**config.mk**
```make
export PLATFORM = sky130hd
export DESIGN_NAME = boot_cs_decoder
export DESIGN_NICKNAME = d
export VERILOG_FILES = /design/src/rtl/boot_cs_pkg.sv /design/src/rtl/boot_strap_latch.sv /design/src/rtl/hiz_ctrl.sv /design/src/rtl/cs_region_decode.sv /design/src/rtl/bus_width_decode.sv /design/src/rtl/boot_cs_decoder.sv
export SDC_FILE = /design/constraint.sdc
export NUM_CORES = 1
export LEC_CHECK = 0
export BUFFER_PORTS_ARGS = -buffer_cell sky130_fd_sc_hd__buf_2
export CORE_MARGIN = 2
export CORE_UTILIZATION = 28
export CTS_BUF_LIST = sky130_fd_sc_hd__clkbuf_4 sky130_fd_sc_hd__clkbuf_8
export DETAILED_ROUTE_END_ITERATION = 12
export GPL_TIMING_DRIVEN = 0
export PLACE_DENSITY_LB_ADDON = 0.25
export RECOVER_POWER = 50
export SETUP_SLACK_MARGIN = 0.02
export SKIP_CTS_REPAIR_TIMING = 1
export SYNTH_ARGS = -nofsm -noshare
export SYNTH_HDL_FRONTEND = slang
export SYNTH_HIERARCHICAL = 1
export SYNTH_SLANG_ARGS = --single-unit
```
**constraint.sdc**
```tcl
create_clock -name clk_i -period 1.3 [get_ports clk_i]
set_input_delay 0.195 -clock clk_i [delete_from_list [all_inputs] [get_ports clk_i]]
set_output_delay 0.195 -clock clk_i [all_outputs]
set_load 0.1 [all_outputs]
```
**src/rtl/boot_cs_pkg.sv**
```systemverilog
package boot_cs_pkg;
  typedef enum logic [1:0] {
    XFER_8    = 2'd0,
    XFER_16   = 2'd1,
    XFER_32   = 2'd2,
    XFER_CARD = 2'd3
  } xfer_e;

  // decode after the mode-dependent inversion of bit 1
  function automatic xfer_e eff_width_map(logic [1:0] eff);
    unique case (eff)
      2'b00:   return XFER_32;
      2'b01:   return XFER_16;
      2'b10:   return XFER_8;
      default: return XFER_CARD;
    endcase
  endfunction
endpackage

```
**src/rtl/boot_strap_latch.sv**
```systemverilog
module boot_strap_latch (
  input  logic clk_i,
  input  logic rst_ni,
  input  logic strap_i,
  output logic test_mode_o
);
  logic armed_q;
  logic mode_q;

  always_ff @(posedge clk_i or negedge rst_ni) begin
    if (!rst_ni) begin
      armed_q <= 1'b1;
      mode_q  <= 1'b0;
    end else if (armed_q) begin
      armed_q <= 1'b0;
      mode_q  <= strap_i;
    end
  end

  assign test_mode_o = mode_q;
endmodule

```
**src/rtl/hiz_ctrl.sv**
```systemverilog
module hiz_ctrl #(
  parameter int TEST_W = 2
) (
  input  logic              clk_i,
  input  logic              rst_ni,
  input  logic [TEST_W-1:0] test_ni,
  input  logic              user_rst_ni,
  output logic              user_rst_q_o,
  output logic              oe_o
);
  logic ures_q;

  always_ff @(posedge clk_i or negedge rst_ni) begin
    if (!rst_ni) ures_q <= 1'b1;
    else         ures_q <= user_rst_ni;
  end

  // combinational: isolation must not wait for a clock
  assign oe_o         = (|test_ni) | ures_q;
  assign user_rst_q_o = ures_q;
endmodule

```
**src/rtl/cs_region_decode.sv**
```systemverilog
module cs_region_decode #(
  parameter int ADDR_W  = 32,
  parameter int SEL_W   = 3,
  parameter int NUM_LOW = 4,
  localparam int NUM_CS = 1 << SEL_W
) (
  input  logic [ADDR_W-1:0] addr_i,
  input  logic              addr_valid_i,
  input  logic              test_mode_i,
  output logic [NUM_CS-1:0] cs_o
);
  logic [SEL_W-1:0]  region;
  logic              live;
  logic [NUM_CS-1:0] hit;

  assign region = addr_i[ADDR_W-2 -: SEL_W];
  assign live   = addr_valid_i & ~addr_i[ADDR_W-1];

  for (genvar n = 0; n < NUM_CS; n++) begin : g_sel
    localparam logic [SEL_W-1:0] FWD = SEL_W'(n);
    localparam logic [SEL_W-1:0] REV = SEL_W'(NUM_CS - 1 - n);
    assign hit[n] = live & (region == (test_mode_i ? REV : FWD));
    if (n < NUM_LOW) begin : g_lo
      assign cs_o[n] = ~hit[n];
    end else begin : g_hi
      assign cs_o[n] = hit[n];
    end
  end
endmodule

```
**src/rtl/bus_width_decode.sv**
```systemverilog
module bus_width_decode
  import boot_cs_pkg::*;
(
  input  logic [1:0] width_i,
  input  logic       test_mode_i,
  output xfer_e      xfer_o
);
  logic [1:0] eff;

  assign eff    = {width_i[1] ^ test_mode_i, width_i[0]};
  assign xfer_o = eff_width_map(eff);
endmodule

```
**src/rtl/boot_cs_decoder.sv**
```systemverilog
module boot_cs_decoder
  import boot_cs_pkg::*;
#(
  parameter int ADDR_W  = 32,
  parameter int SEL_W   = 3,
  parameter int NUM_LOW = 4,
  parameter int TEST_W  = 2,
  localparam int NUM_CS = 1 << SEL_W
) (
  input  logic              clk_i,
  input  logic              rst_ni,
  input  logic              strap_i,
  input  logic [ADDR_W-1:0] addr_i,
  input  logic              addr_valid_i,
  input  logic [1:0]        width_i,
  input  logic [TEST_W-1:0] test_ni,
  input  logic              user_rst_ni,
  output logic [NUM_CS-1:0] cs_o,
  output logic [1:0]        xfer_o,
  output logic              oe_o
);
  logic  test_mode;
  logic  user_rst_q;
  xfer_e xfer;

  boot_strap_latch i_strap (
    .clk_i       (clk_i),
    .rst_ni      (rst_ni),
    .strap_i     (strap_i),
    .test_mode_o (test_mode)
  );

  hiz_ctrl #(.TEST_W(TEST_W)) i_hiz (
    .clk_i        (clk_i),
    .rst_ni       (rst_ni),
    .test_ni      (test_ni),
    .user_rst_ni  (user_rst_ni),
    .user_rst_q_o (user_rst_q),
    .oe_o         (oe_o)
  );

  cs_region_decode #(
    .ADDR_W  (ADDR_W),
    .SEL_W   (SEL_W),
    .NUM_LOW (NUM_LOW)
  ) i_region (
    .addr_i       (addr_i),
    .addr_valid_i (addr_valid_i),
    .test_mode_i  (test_mode),
    .cs_o         (cs_o)
  );

  bus_width_decode i_width (
    .width_i     (width_i),
    .test_mode_i (test_mode),
    .xfer_o      (xfer)
  );

  assign xfer_o = xfer;
endmodule

```
==> reports/summary.txt, run 1 <==
Worst Hold Path EP: i_hiz/user_rst_q_o$_DFF_PN1_
WS Path Type: flip-flop to primary output
Cells on Worst Hold Path: 1
Reg clk slew, reported paths: 0.04 ns
Buffers and inverters on the worst path: 1
Crit Reg-Reg Endpoint: i_strap/test_mode_o$_DFFE_PN0P_
Synthesis-to-layout area growth: 130%
Vias/cell: 5.15
Max Cap Violations: 0
Filler Cell Count: 99
Clk buf depth: 2
Drc violations: 0
CTS buffer count: 3
Max FO, Critical Path: 10
Die width: 41.0 um
GRT Resource Usage Total: 0.0953
Pre-Repair DR Iteration Count: 2
Seq/Total Area, Yosys: 0.202
Post-route clock period utilization: 1.40
# clock sinks: 3
Antenna diodes: 0
Hold Path Origin: user_rst_ni
Status: finished with violations
Avg WL per Cell: 11.7 um
Worst slew pin tran: 0.725 ns
R2R Setup Slk: 0.38 ns
Buffers on Ports: 23
Fmax achieved: 550 MHz
Min cycle time layout: 1.82 ns
I/O pin cnt: 52
Total vias in the final route: 438
Rows: 13
CP endpoint kind: primary output
Worst skew pair latency: 0.23 ns
Setup violators final: 10
Die area: 0.00168 mm2
CTS tree: yes
Layout cells sized above 1: 0.743
Routed wire length: 991 um
Worst reg2reg path startpoint: i_strap/armed_q$_DFF_PN1_
Slew Limit Fails: 0
Crit path cell chain: or4bb_4 -> a21oi_4 -> buf_12
RSZ-0062 raised after global routing: true
Clock Skews: 0.0000410 ns
Worst Path Arrival: 1.62 ns
Syn. warnings: 6
Register bit total from synthesis: 3
Mapped Cells: 42
Yosys cell types: 26
Nets: 114
Critical-path top delay cell: or4bb_4
Setup TNS: -4.24 ns
Failing checks: setup timing
Syn avg cell area: 9.15 um2
Worst IR drop on VDD: 632 uV
CP max stage delay: 0.55 ns
Worst setup margin: -0.517 ns
CP startpoint kind: flip-flop
Vias in the first global route: 270
Initial antenna violation count: 0
DR iter-0 viols: 1
GRT overflow: 0
Routed Antenna Nets: 0
Root Driver: clkbuf_4
Hold crit path type: input port to flip-flop
Final GP Congestion: 0.601
PwrDens: 748 mW/mm2
First-pass GRT wire length: 1.12 mm
Syn Nets: 85
Data required, critical path: 1.11 ns
Die height: 41.0 um
Cell leakage power: 0.339 nW
Synth Cell Area: 384 um2
R2R depth: 1
Fin util: 0.686
Final Hold Vio Count: 0
CORE AREA: 0.00128 mm2
Starting density of the core: 0.299
Max_slew headroom: 0.515
DP Wirelength: 675 um
Largest net degree at the start of global routing: 11
Family with the most delay on the worst path: simple AND/OR/NAND/NOR gates
# H-tree levels: 1
==> synth_stat cells <==
cell	count	share of area
a21oi_1	4	0.052
or4bb_1	4	0.12
buf_2	3	0.039
o21ai_1	3	0.039
and4b_1	2	0.052
dfstp_2	2	0.14
ha_1	2	0.065
nand4b_1	2	0.046
nor4b_1	2	0.046
or4b_1	2	0.052
and4_1	1	0.023
and4bb_1	1	0.033
clkbuf_1	1	0.0098
conb_1	1	0.0098
dfrtp_1	1	0.065
inv_1	1	0.0098
mux2_4	1	0.039
nand2b_1	1	0.016
nor2b_1	1	0.016
nor4_1	1	0.016
nor4bb_1	1	0.026
o21ai_0	1	0.013
or2_1	1	0.016
or3_1	1	0.016
xnor2_1	1	0.023
xor2_1	1	0.023
==> stage by stage <==
step	cells	power [mW]	setup slack [ns]	hold WS, ns	instance area, um2
2_1_floorplan	42	0.350	-0.457	-0.101	502
3_3_place_gp	80	0.398	-0.483	-0.00809	636
3_5_place_dp	80	0.402	-0.486	-0.00686	636
4_1_cts	84	0.590	-0.737	-0.250	666
5_1_grt	85	0.690	-0.555	0.0560	882
6_report	85	0.660	-0.517	0.0671	882
==> how the worst max path moves through the flow <==
stage	start	end	depth (start not counted)
after floorplan	i_strap/test_mode_o$_DFFE_PN0P_	cs_o[6]	2
after global placement	i_strap/test_mode_o$_DFFE_PN0P_	cs_o[6]	3
after detailed placement	i_strap/test_mode_o$_DFFE_PN0P_	cs_o[6]	3
after CTS	i_strap/test_mode_o$_DFFE_PN0P_	cs_o[6]	3
after global routing	i_strap/test_mode_o$_DFFE_PN0P_	cs_o[6]	3
final	i_strap/test_mode_o$_DFFE_PN0P_	cs_o[6]	3
==> cell families after synthesis <==
| family | after synthesis | share of synthesized area |
|---|---|---|
| AO/OA/AOI/OAI | 8 | 0.104 |
| XOR/XNOR | 2 | 0.0456 |
| adder cells (fa/ha/maj) | 2 | 0.0651 |
| buffers and inverters | 5 | 0.0586 |
| flip-flops | 3 | 0.202 |
| multiplexers | 1 | 0.0391 |
| other | 1 | 0.00976 |
| AND/OR/NAND/NOR | 20 | 0.476 |
==> routing by layer <==
| layer | vias up | routed length (um) | GRT usage |
|---|---|---|---|
| met5 | - | 0 | 0 |
| met3 | 0 | 68 | 0 |
| met2 | 17 | 498 | 0.145 |
| met1 | 201 | 424 | 0.146 |
| li1 | 220 | - | - |
| met4 | 0 | 0 | 0.0250 |
==> power breakdown <==
| group | internal [mW] | total [mW] | switching (mW) |
|---|---|---|---|
| combinational | 0.136 | 0.364 | 0.228 |
| sequential | 0.103 | 0.113 | 0.0100 |
| clock | 0.136 | 0.182 | 0.0460 |
| total | 0.375 | 0.660 | 0.284 |
==> cell usage in the layout, fill, tap and decap left out, drive strengths merged <==
cell         netlist  routed
buf                3      25
clkbuf             1       6
o21ai              4       4
a21oi              4       4
or4bb              4       4
dfstp              2       2
and4b              2       2
nor4b              2       2
nand4b             2       2
or4b               2       2
ha                 2       2
dlygate4sd3        0       1
or3                1       1
nor2b              1       1
and4bb             1       1
nor4bb             1       1
nand2b             1       1
and4               1       1
nor4               1       1
mux2               1       1
conb               1       1
dfrtp              1       1
xnor2              1       1
clkinvlp           0       1
or2                1       1
xor2               1       1
==> state kept, by name, summed over array words and instances, names as in the netlist <==
signal,cells
i_strap/test_mode_o,1
i_hiz/user_rst_q_o,1
i_strap/armed_q,1
==> area by class of cell <==
type / count / area (um2) / area share
multi-input cells: 34 / 455 / 0.516
repair buffers: 24 / 270 / 0.306
flip-flops and latches: 3 / 78.8 / 0.0894
clock buffers: 4 / 30.0 / 0.0340
plain buffers: 4 / 21.3 / 0.0241
well taps: 15 / 18.8 / 0.0213
inverters: 1 / 7.51 / 0.00851
(Power assumes the default switching activity.)
==> run 2, diff against run 1 <==
--- a/config.mk
+++ b/config.mk
@@ -6,8 +6,10 @@
 export NUM_CORES = 1
 export LEC_CHECK = 0
 export BUFFER_PORTS_ARGS = -buffer_cell sky130_fd_sc_hd__buf_2
+export CELL_PAD_IN_SITES_DETAIL_PLACEMENT = 1
+export CELL_PAD_IN_SITES_GLOBAL_PLACEMENT = 2
 export CORE_MARGIN = 2
-export CORE_UTILIZATION = 28
+export CORE_UTILIZATION = 12
 export CTS_BUF_LIST = sky130_fd_sc_hd__clkbuf_4 sky130_fd_sc_hd__clkbuf_8
 export DETAILED_ROUTE_END_ITERATION = 12
 export GPL_TIMING_DRIVEN = 0
==> reports/summary.txt, run 2 (synthesis gave the netlist of run 1 again) <==
Die height: 60.6 um
Clock Skews: 0.00630 ns
Clk buf depth: 2
Avg WL per Cell: 10.7 um
Data required, critical path: 1.11 ns
Total vias in the final route: 453
First-pass GRT wire length: 1.96 mm
Final Hold Vio Count: 0
Root Driver: clkbuf_4
Drc violations: 0
DP Wirelength: 846 um
Hold crit path type: input port to flip-flop
WS Path Type: flip-flop to primary output
Sw Ratio: 0.442
Starting density of the core: 0.126
Status: finished with violations
Filler Cell Count: 348
Slew Limit Fails: 0
# H-tree levels: 1
Rows: 20
Antenna diodes: 0
CP startpoint kind: flip-flop
CORE AREA: 0.00305 mm2
Die area: 0.00367 mm2
Final GP Congestion: 0.629
Place WS: -0.511 ns
Worst skew pair latency: 0.24 ns
Failing checks: setup timing
Largest net degree at the start of global routing: 11
Vias/cell: 3.97
Placed instance area: 672 um2
Worst IR drop on VDD: 485 uV
Total power: 0.663 mW
Area of the multi-input gates: 452 um2
Placed Cells: 109
Worst slew pin tran: 0.760 ns
Cell leakage power: 0.323 nW
# clock sinks: 3
Synthesis-to-layout area growth: 129%
DR iter-0 viols: 5
Most common cell after layout, fill and taps aside: buf_2
Layout cells sized above 1: 0.729
Die width: 60.6 um
Most frequent cells in the layout: buf_2, buf_6, clkbuf_4, buf_12
Finished Layout Cells: 114
Buffers on Ports: 23
Sequential share of power: 0.172
CTS tree: yes
Nets: 114
Setup violators final: 10
Pre-Repair DR Iteration Count: 2
Initial antenna violation count: 0
Clock share of power: 0.283
Worst Path Arrival: 1.63 ns
CP endpoint kind: primary output
Routed Antenna Nets: 0
Post-route clock period utilization: 1.40
Max Cap Violations: 0
Reg area: 78.8 um2
Routed wire length: 1.22 mm
GRT Resource Usage Total: 0.0712
Vias in the first global route: 446
Min cycle time layout: 1.82 ns
Reg clk slew, reported paths: 0.03 ns
CTS buffer count: 3
Design area: 881 um2
I/O pin cnt: 52
Pint: 0.370 mW
Combinational fraction of design power: 0.545
Worst setup margin: -0.523 ns
Net load switching power: 0.293 mW
Max FO, Critical Path: 10
PwrDens: 753 mW/mm2
GRT overflow: 0
Max_slew headroom: 0.492
RSZ-0062 raised after global routing: true
Fmax achieved: 548 MHz
run 2: cell count changes in the layout (fill, tap and decap cells not counted), sizes merged:
cell | before | now
buf | 25 | 24
clkbuf | 6 | 7
run 2: final timing paths:
check,startpoint,endpoint,slack (ns),depth (start not counted)
worst min register to register,i_strap/armed_q$_DFF_PN1_,i_strap/test_mode_o$_DFFE_PN0P_,0.58,1
worst max-delay path,i_strap/test_mode_o$_DFFE_PN0P_,cs_o[6],-0.52,3
worst min-delay path,user_rst_ni,i_hiz/user_rst_q_o$_DFF_PN1_,0.06,1
max in group asynchronous,rst_ni,i_hiz/user_rst_q_o$_DFF_PN1_,0.77,2
worst max register to register,i_strap/armed_q$_DFF_PN1_,i_strap/test_mode_o$_DFFE_PN0P_,0.36,1
min in group asynchronous,rst_ni,i_strap/test_mode_o$_DFFE_PN0P_,0.31,2
run 2: routing by layer:
layer	share of wire	track usage
met5	0	0
met2	0.54	0.123
met4	0.013	0.0466
met3	0.051	0.0128
met1	0.39	0.0797
run 2: cell type report:
type	instances	area share
Inverter	1	0.00852
Tap cell	44	0.0625
Buffer	4	0.0241
Clock buffer	4	0.0341
Timing Repair Buffer	24	0.268
Sequential cell	3	0.0895
Multi-Input combinational cell	34	0.513
run 2: power groups by stage:
stage | registers [mW] | clock network [mW] | logic [mW]
after floorplan | 0.111 | 0 | 0.239
after global placement | 0.114 | 0 | 0.289
after detailed placement | 0.115 | 0 | 0.293
after CTS | 0.114 | 0.197 | 0.294
after global routing | 0.116 | 0.205 | 0.381
final | 0.114 | 0.188 | 0.361
run 2: stage by stage:
step / setup TNS [ns] / utilization / hold slack (ns)
6_report: -4.67 / 0.289 / 0.0648
5_1_grt: -5.36 / 0.289 / 0.0584
4_1_cts: -6.68 / 0.230 / -0.257
3_5_place_dp: -3.97 / 0.220 / -0.00946
3_3_place_gp: -3.85 / 0.220 / -0.00818
2_1_floorplan: -2.98 / - / -0.101
run 2: worst max-delay path, cell delays in order (launching register included):
cell	delay, ns
dfrtp_2	0.47
or4bb_4	0.55
a21oi_4	0.18
buf_12	0.19
